`config.mk`:
```
export PLATFORM = sky130hd
export DESIGN_NAME = opnd_unit
export DESIGN_NICKNAME = d
export VERILOG_FILES = /design/src/rtl/opnd_pkg.sv /design/src/rtl/opnd_amt_sel.sv /design/src/rtl/opnd_imm_rot.sv /design/src/rtl/opnd_reg_shift.sv /design/src/rtl/opnd_unit.sv
export SDC_FILE = /design/constraint.sdc
export NUM_CORES = 1
export LEC_CHECK = 0
export CAP_MARGIN = 20
export CELL_PAD_IN_SITES_DETAIL_PLACEMENT = 0
export CELL_PAD_IN_SITES_GLOBAL_PLACEMENT = 1
export CORE_ASPECT_RATIO = 0.6
export CORE_UTILIZATION = 46
export DETAILED_ROUTE_END_ITERATION = 12
export MAX_ROUTING_LAYER = met4
export PLACE_DENSITY_LB_ADDON = 0.05
export SLEW_MARGIN = 20
export SYNTH_ARGS = -nofsm -noshare
export SYNTH_HDL_FRONTEND = slang
export SYNTH_HIERARCHICAL = 1
export SYNTH_SLANG_ARGS = --single-unit
```
`constraint.sdc`:
```
create_clock -name vclk -period 9.5
set_input_delay 2.375 -clock vclk [all_inputs]
set_output_delay 2.375 -clock vclk [all_outputs]
set_load 0.05 [all_outputs]
```
`src/rtl/opnd_pkg.sv`:
```
package opnd_pkg;
  typedef enum logic [1:0] {
    SK_LSL = 2'b00,
    SK_LSR = 2'b01,
    SK_ASR = 2'b10,
    SK_ROR = 2'b11
  } shift_kind_e;
endpackage

```
`src/rtl/opnd_amt_sel.sv`:
```
module opnd_amt_sel #(
  parameter int IMM_AMT_W = 5,
  parameter int REG_AMT_W = 8
) (
  input  logic                 from_reg,
  input  logic [IMM_AMT_W-1:0] amt_imm,
  input  logic [REG_AMT_W-1:0] amt_low,
  output logic [REG_AMT_W-1:0] amt
);
  localparam int PAD_W = REG_AMT_W - IMM_AMT_W;

  logic [REG_AMT_W-1:0] imm_ext;

  generate
    if (PAD_W > 0) begin : g_pad
      assign imm_ext = {{PAD_W{1'b0}}, amt_imm};
    end else begin : g_nopad
      assign imm_ext = amt_imm[REG_AMT_W-1:0];
    end
  endgenerate

  always_comb begin
    amt = from_reg ? amt_low : imm_ext;
  end
endmodule

```
`src/rtl/opnd_imm_rot.sv`:
```
module opnd_imm_rot #(
  parameter int DATA_W = 32,
  parameter int IMM_W  = 8,
  parameter int ROT_W  = 4
) (
  input  logic [IMM_W-1:0]  imm_byte,
  input  logic [ROT_W-1:0]  imm_rot,
  input  logic              carry_in,
  output logic [DATA_W-1:0] result,
  output logic              carry_out
);
  localparam int CNT_W = ROT_W + 1;

  logic [DATA_W-1:0]   base;
  logic [2*DATA_W-1:0] dbl;
  logic [CNT_W-1:0]    rot_cnt;

  always_comb begin
    base    = {{(DATA_W-IMM_W){1'b0}}, imm_byte};
    rot_cnt = {imm_rot, 1'b0};
    dbl     = {base, base} >> rot_cnt;
    result  = dbl[DATA_W-1:0];
    carry_out = (imm_rot == '0) ? carry_in : result[DATA_W-1];
  end
endmodule

```
`src/rtl/opnd_reg_shift.sv`:
```
module opnd_reg_shift
  import opnd_pkg::*;
#(
  parameter int DATA_W    = 32,
  parameter int REG_AMT_W = 8
) (
  input  logic [DATA_W-1:0]    val,
  input  shift_kind_e          kind,
  input  logic [REG_AMT_W-1:0] amt,
  input  logic                 carry_in,
  output logic [DATA_W-1:0]    result,
  output logic                 carry_out
);
  localparam int SH_W = $clog2(DATA_W);
  localparam logic [REG_AMT_W-1:0] FULL = REG_AMT_W'(DATA_W);
  localparam logic [SH_W:0]        FULL_C = (SH_W+1)'(DATA_W);

  logic [SH_W:0]        clamp;
  logic                 over;
  logic [DATA_W:0]      lsl_ext;
  logic [DATA_W:0]      lsr_ext;
  logic signed [DATA_W:0] asr_src;
  logic signed [DATA_W:0] asr_ext;
  logic [2*DATA_W-1:0]  ror_dbl;
  logic [DATA_W-1:0]    ror_res;

  always_comb begin
    clamp   = (amt >= FULL) ? FULL_C : amt[SH_W:0];
    over    = (amt > FULL);
    lsl_ext = {1'b0, val} << clamp;
    lsr_ext = {val, 1'b0} >> clamp;
    asr_src = {val, 1'b0};
    asr_ext = asr_src >>> clamp;
    ror_dbl = {val, val} >> amt[SH_W-1:0];
    ror_res = ror_dbl[DATA_W-1:0];
  end

  always_comb begin
    result    = val;
    carry_out = carry_in;
    if (amt != '0) begin
      unique case (kind)
        SK_LSL: begin
          result    = over ? '0 : lsl_ext[DATA_W-1:0];
          carry_out = over ? 1'b0 : lsl_ext[DATA_W];
        end
        SK_LSR: begin
          result    = over ? '0 : lsr_ext[DATA_W:1];
          carry_out = over ? 1'b0 : lsr_ext[0];
        end
        SK_ASR: begin
          result    = asr_ext[DATA_W:1];
          carry_out = asr_ext[0];
        end
        SK_ROR: begin
          result    = ror_res;
          carry_out = ror_res[DATA_W-1];
        end
        default: begin
          result    = val;
          carry_out = carry_in;
        end
      endcase
    end
  end
endmodule

```
`src/rtl/opnd_unit.sv`:
```
module opnd_unit
  import opnd_pkg::*;
#(
  parameter int DATA_W    = 32,
  parameter int IMM_W     = 8,
  parameter int ROT_W     = 4,
  parameter int IMM_AMT_W = 5,
  parameter int REG_AMT_W = 8
) (
  input  logic                 sel_imm,
  input  logic [IMM_W-1:0]     imm_byte,
  input  logic [ROT_W-1:0]     imm_rot,
  input  logic [DATA_W-1:0]    src_val,
  input  logic [1:0]           shift_kind,
  input  logic                 amt_from_reg,
  input  logic [IMM_AMT_W-1:0] amt_imm,
  input  logic [DATA_W-1:0]    amt_src,
  input  logic                 carry_in,
  output logic [DATA_W-1:0]    operand,
  output logic                 carry_out
);
  logic [REG_AMT_W-1:0] amt_eff;
  logic [DATA_W-1:0]    imm_res;
  logic                 imm_c;
  logic [DATA_W-1:0]    sh_res;
  logic                 sh_c;
  logic                 unused_amt_hi;

  assign unused_amt_hi = ^amt_src[DATA_W-1:REG_AMT_W];

  opnd_amt_sel #(
    .IMM_AMT_W (IMM_AMT_W),
    .REG_AMT_W (REG_AMT_W)
  ) u_amt (
    .from_reg (amt_from_reg),
    .amt_imm  (amt_imm),
    .amt_low  (amt_src[REG_AMT_W-1:0]),
    .amt      (amt_eff)
  );

  opnd_imm_rot #(
    .DATA_W (DATA_W),
    .IMM_W  (IMM_W),
    .ROT_W  (ROT_W)
  ) u_imm (
    .imm_byte  (imm_byte),
    .imm_rot   (imm_rot),
    .carry_in  (carry_in),
    .result    (imm_res),
    .carry_out (imm_c)
  );

  opnd_reg_shift #(
    .DATA_W    (DATA_W),
    .REG_AMT_W (REG_AMT_W)
  ) u_sh (
    .val       (src_val),
    .kind      (shift_kind_e'(shift_kind)),
    .amt       (amt_eff),
    .carry_in  (carry_in),
    .result    (sh_res),
    .carry_out (sh_c)
  );

  always_comb begin
    operand   = sel_imm ? imm_res : sh_res;
    carry_out = sel_imm ? imm_c   : sh_c;
  end
endmodule

```
==> impl_metrics.toml <==
[global_routing]
first_global_vias = 10670
antenna_found_initial = 4
grt_max_degree = 56
grt_overflow = 0
grt_pass1_wl_um = 75510
grt_usage = 0.5402

[critical_path]
crit_arrival_ns = 6.90
critPathRequiredTime_ns = 7.13
critPathLaunchType = "primary input"
path_class = "in2out"
critPathMaxFanout = 20
crit_path_end_kind = "primary output"

[run]
maxCapViolations = 0

[timing]
fmax_mhz = 107.9
finalCriticalPeriod_ns = 9.270
drv_slew = 0
tns_ns = 0
finalCritPeriodShare = 0.9758
hold_viol_final = 0
tightest_slew_ns = 1.084
finalWorstSetupSlack_ns = 0.2298
rsz0062_at_grt = "no"
setup_viol = 0
max-slew-margin-rel = 0.2753

[cts]
cts_resized = 0
postCtsSetupRepairBufs = 0
cts.hold.buffers_added = 0

[floorplanning]
die_y_um = 109.7
io-pin-count = 119
die_area_um2 = 19910
core_area_um2 = 18500
die_w_um = 181.5
start_util = 0.4809
row_count = 38

[cells_and_area]
n_clock_buffer = 0
nets = 1379
seq_cells = 0
register_area_um2 = 0
nFillCells = 1858
syn2layout_area_growth_pct = 13.13
drive_above_1_share = 0.2107

[place]
place_hpwl_um = 40440
post-place-ws_ns = 0.4775
port_buffers = 95
place_congestion = 1.185

[routing]
ant_nets = 0
via_per_inst = 8.004
drtPass1Iterations = 6
first_iter_violations = 2720
remaining_drc_errors = 0
routed_wl_um = 53640
vias = 12280
avgRoutedWirePerCell_um = 34.97

[yosys]
syn_nets = 1360
synth_area_um2 = 8894
ys_types = 95
yosysWarnings = 6
avgSynthCellArea_um2 = 6.981
ys_seq_area_frac = 0
syn_inst = 1274

[power_and_ir_drop]
leakage_nw = 3.928
ir_drop_uv = 64.27
power.density_nw_per_um2 = 97.57

[run_status]
status = "completed"

[worst_hold_path]
hold_class = "in2out"
## final cells by class
| type | instances | area (um2) | area share |
|---|---|---|---|
| antenna | 3 | 7.507 | 0.0007462 |
| multi-input combinational | 1103 | 8028 | 0.7979 |
| tap | 240 | 300.3 | 0.02985 |
| timing repair buffer | 175 | 1677 | 0.1666 |
| inverter | 13 | 48.80 | 0.004850 |
## synthesized netlist by cell type, types with 5 or more instances
master | count | area, um2
nand2_1 | 174 | 653.1
nor2_1 | 117 | 439.2
a21oi_1 | 83 | 415.4
clkbuf_1 | 82 | 307.8
mux2i_1 | 82 | 820.8
o21ai_0 | 75 | 375.4
a31oi_1 | 41 | 256.5
mux2_4 | 39 | 585.6
o22ai_1 | 38 | 237.7
buf_2 | 37 | 185.2
nand3_1 | 37 | 185.2
mux2_2 | 36 | 405.4
mux4_2 | 35 | 788.3
a211oi_1 | 29 | 217.7
nor3_1 | 25 | 125.1
a22oi_1 | 20 | 150.1
o211ai_1 | 18 | 135.1
buf_6 | 15 | 168.9
nor2b_1 | 13 | 81.33
o221ai_1 | 12 | 105.1
buf_4 | 11 | 82.58
inv_1 | 11 | 41.29
nand2b_1 | 11 | 68.82
o32a_1 | 11 | 110.1
a221oi_1 | 10 | 87.58
buf_1 | 10 | 37.54
and2_1 | 9 | 56.30
a211o_1 | 8 | 70.07
and3_1 | 8 | 50.05
o21ai_1 | 8 | 40.04
o31ai_1 | 8 | 60.06
a21o_1 | 7 | 52.55
a32oi_1 | 7 | 61.31
nand4_1 | 7 | 43.79
or3_1 | 7 | 43.79
a221oi_2 | 6 | 90.09
a221o_1 | 5 | 50.05
a2bb2oi_1 | 5 | 43.79
a32o_1 | 5 | 50.05
and3b_1 | 5 | 43.79
o21a_1 | 5 | 37.54
o22a_1 | 5 | 43.79
## logic make-up (layout without fill, tap and decap cells)
| family | count (synthesis) | after routing | share of synthesized area |
|---|---|---|---|
| AO/OA/AOI/OAI | 462 | 462 | 0.3671 |
| buffers and inverters | 171 | 188 | 0.1002 |
| multiplexers | 194 | 194 | 0.2964 |
| other | 0 | 3 | 0 |
| AND/OR/NAND/NOR | 447 | 447 | 0.2364 |
## layer usage
layer / up-vias / GRT usage / share of wire
li1: 4952 / - / -
met1: 5703 / 0.7076 / 0.39
met2: 1374 / 0.6791 / 0.35
met3: 249 / 0.2918 / 0.22
met4: 0 / 0.1834 / 0.049
met5: - / - / 0
## placed cells by master, fill, tap and decap left out, drive strengths merged, types with 5 or more instances in the layout
master / count
and3: 8
a31oi: 44
nor2b: 13
a211oi: 32
o32ai: 6
o31ai: 8
a221oi: 17
o22a: 5
a32oi: 7
mux2i: 84
nand4: 7
nor3: 30
a21oi: 86
clkdlybuf4s50: 61
buf: 114
or3: 7
nor2: 119
a32o: 5
a21o: 7
mux2: 75
o221ai: 12
a22oi: 20
a211o: 8
a221o: 5
nand2: 175
o21ai: 83
a2bb2oi: 5
and3b: 5
nand2b: 11
and2: 13
o21a: 5
o22ai: 39
o32a: 11
mux4: 35
o211ai: 18
nand3: 37
inv: 12
## final timing paths
check | startpoint | end | slack [ns] | cells after the start
min | sel_imm | operand[13] | 5.66 | 3
max | amt_from_reg | operand[15] | 0.23 | 11
## worst max-delay path, stage by stage
cell and delay, ns:
clkdlybuf4s50_1 0.74, and2_2 0.45, or3_2 0.60, buf_12 0.24, nor2_1 0.09, o21ai_1 0.81, nand2_1 0.38, and3_1 0.31
o32a_1 0.39, mux2_4 0.29, buf_4 0.19
## metrics by stage
stage	util	hold slack (ns)	power (mW)	instance area, um2	instances
2_1_floorplan	-	5.098	0.5918	8894	1274
3_3_place_gp	0.5436	5.643	0.9123	10050	1531
3_5_place_dp	0.5436	5.644	0.9122	10050	1531
4_1_cts	0.5436	5.649	0.9156	10050	1531
5_1_grt	0.5440	5.685	0.9922	10060	1534
6_report	0.5440	5.661	0.9816	10060	1534
## where the power goes
part	switching, mW	internal (mW)	leakage, nW
logic	0.640	0.342	3.93
registers	0	0	0
clock network	0	0.0000000850	0.0000204
(Power assumes the default switching activity.)
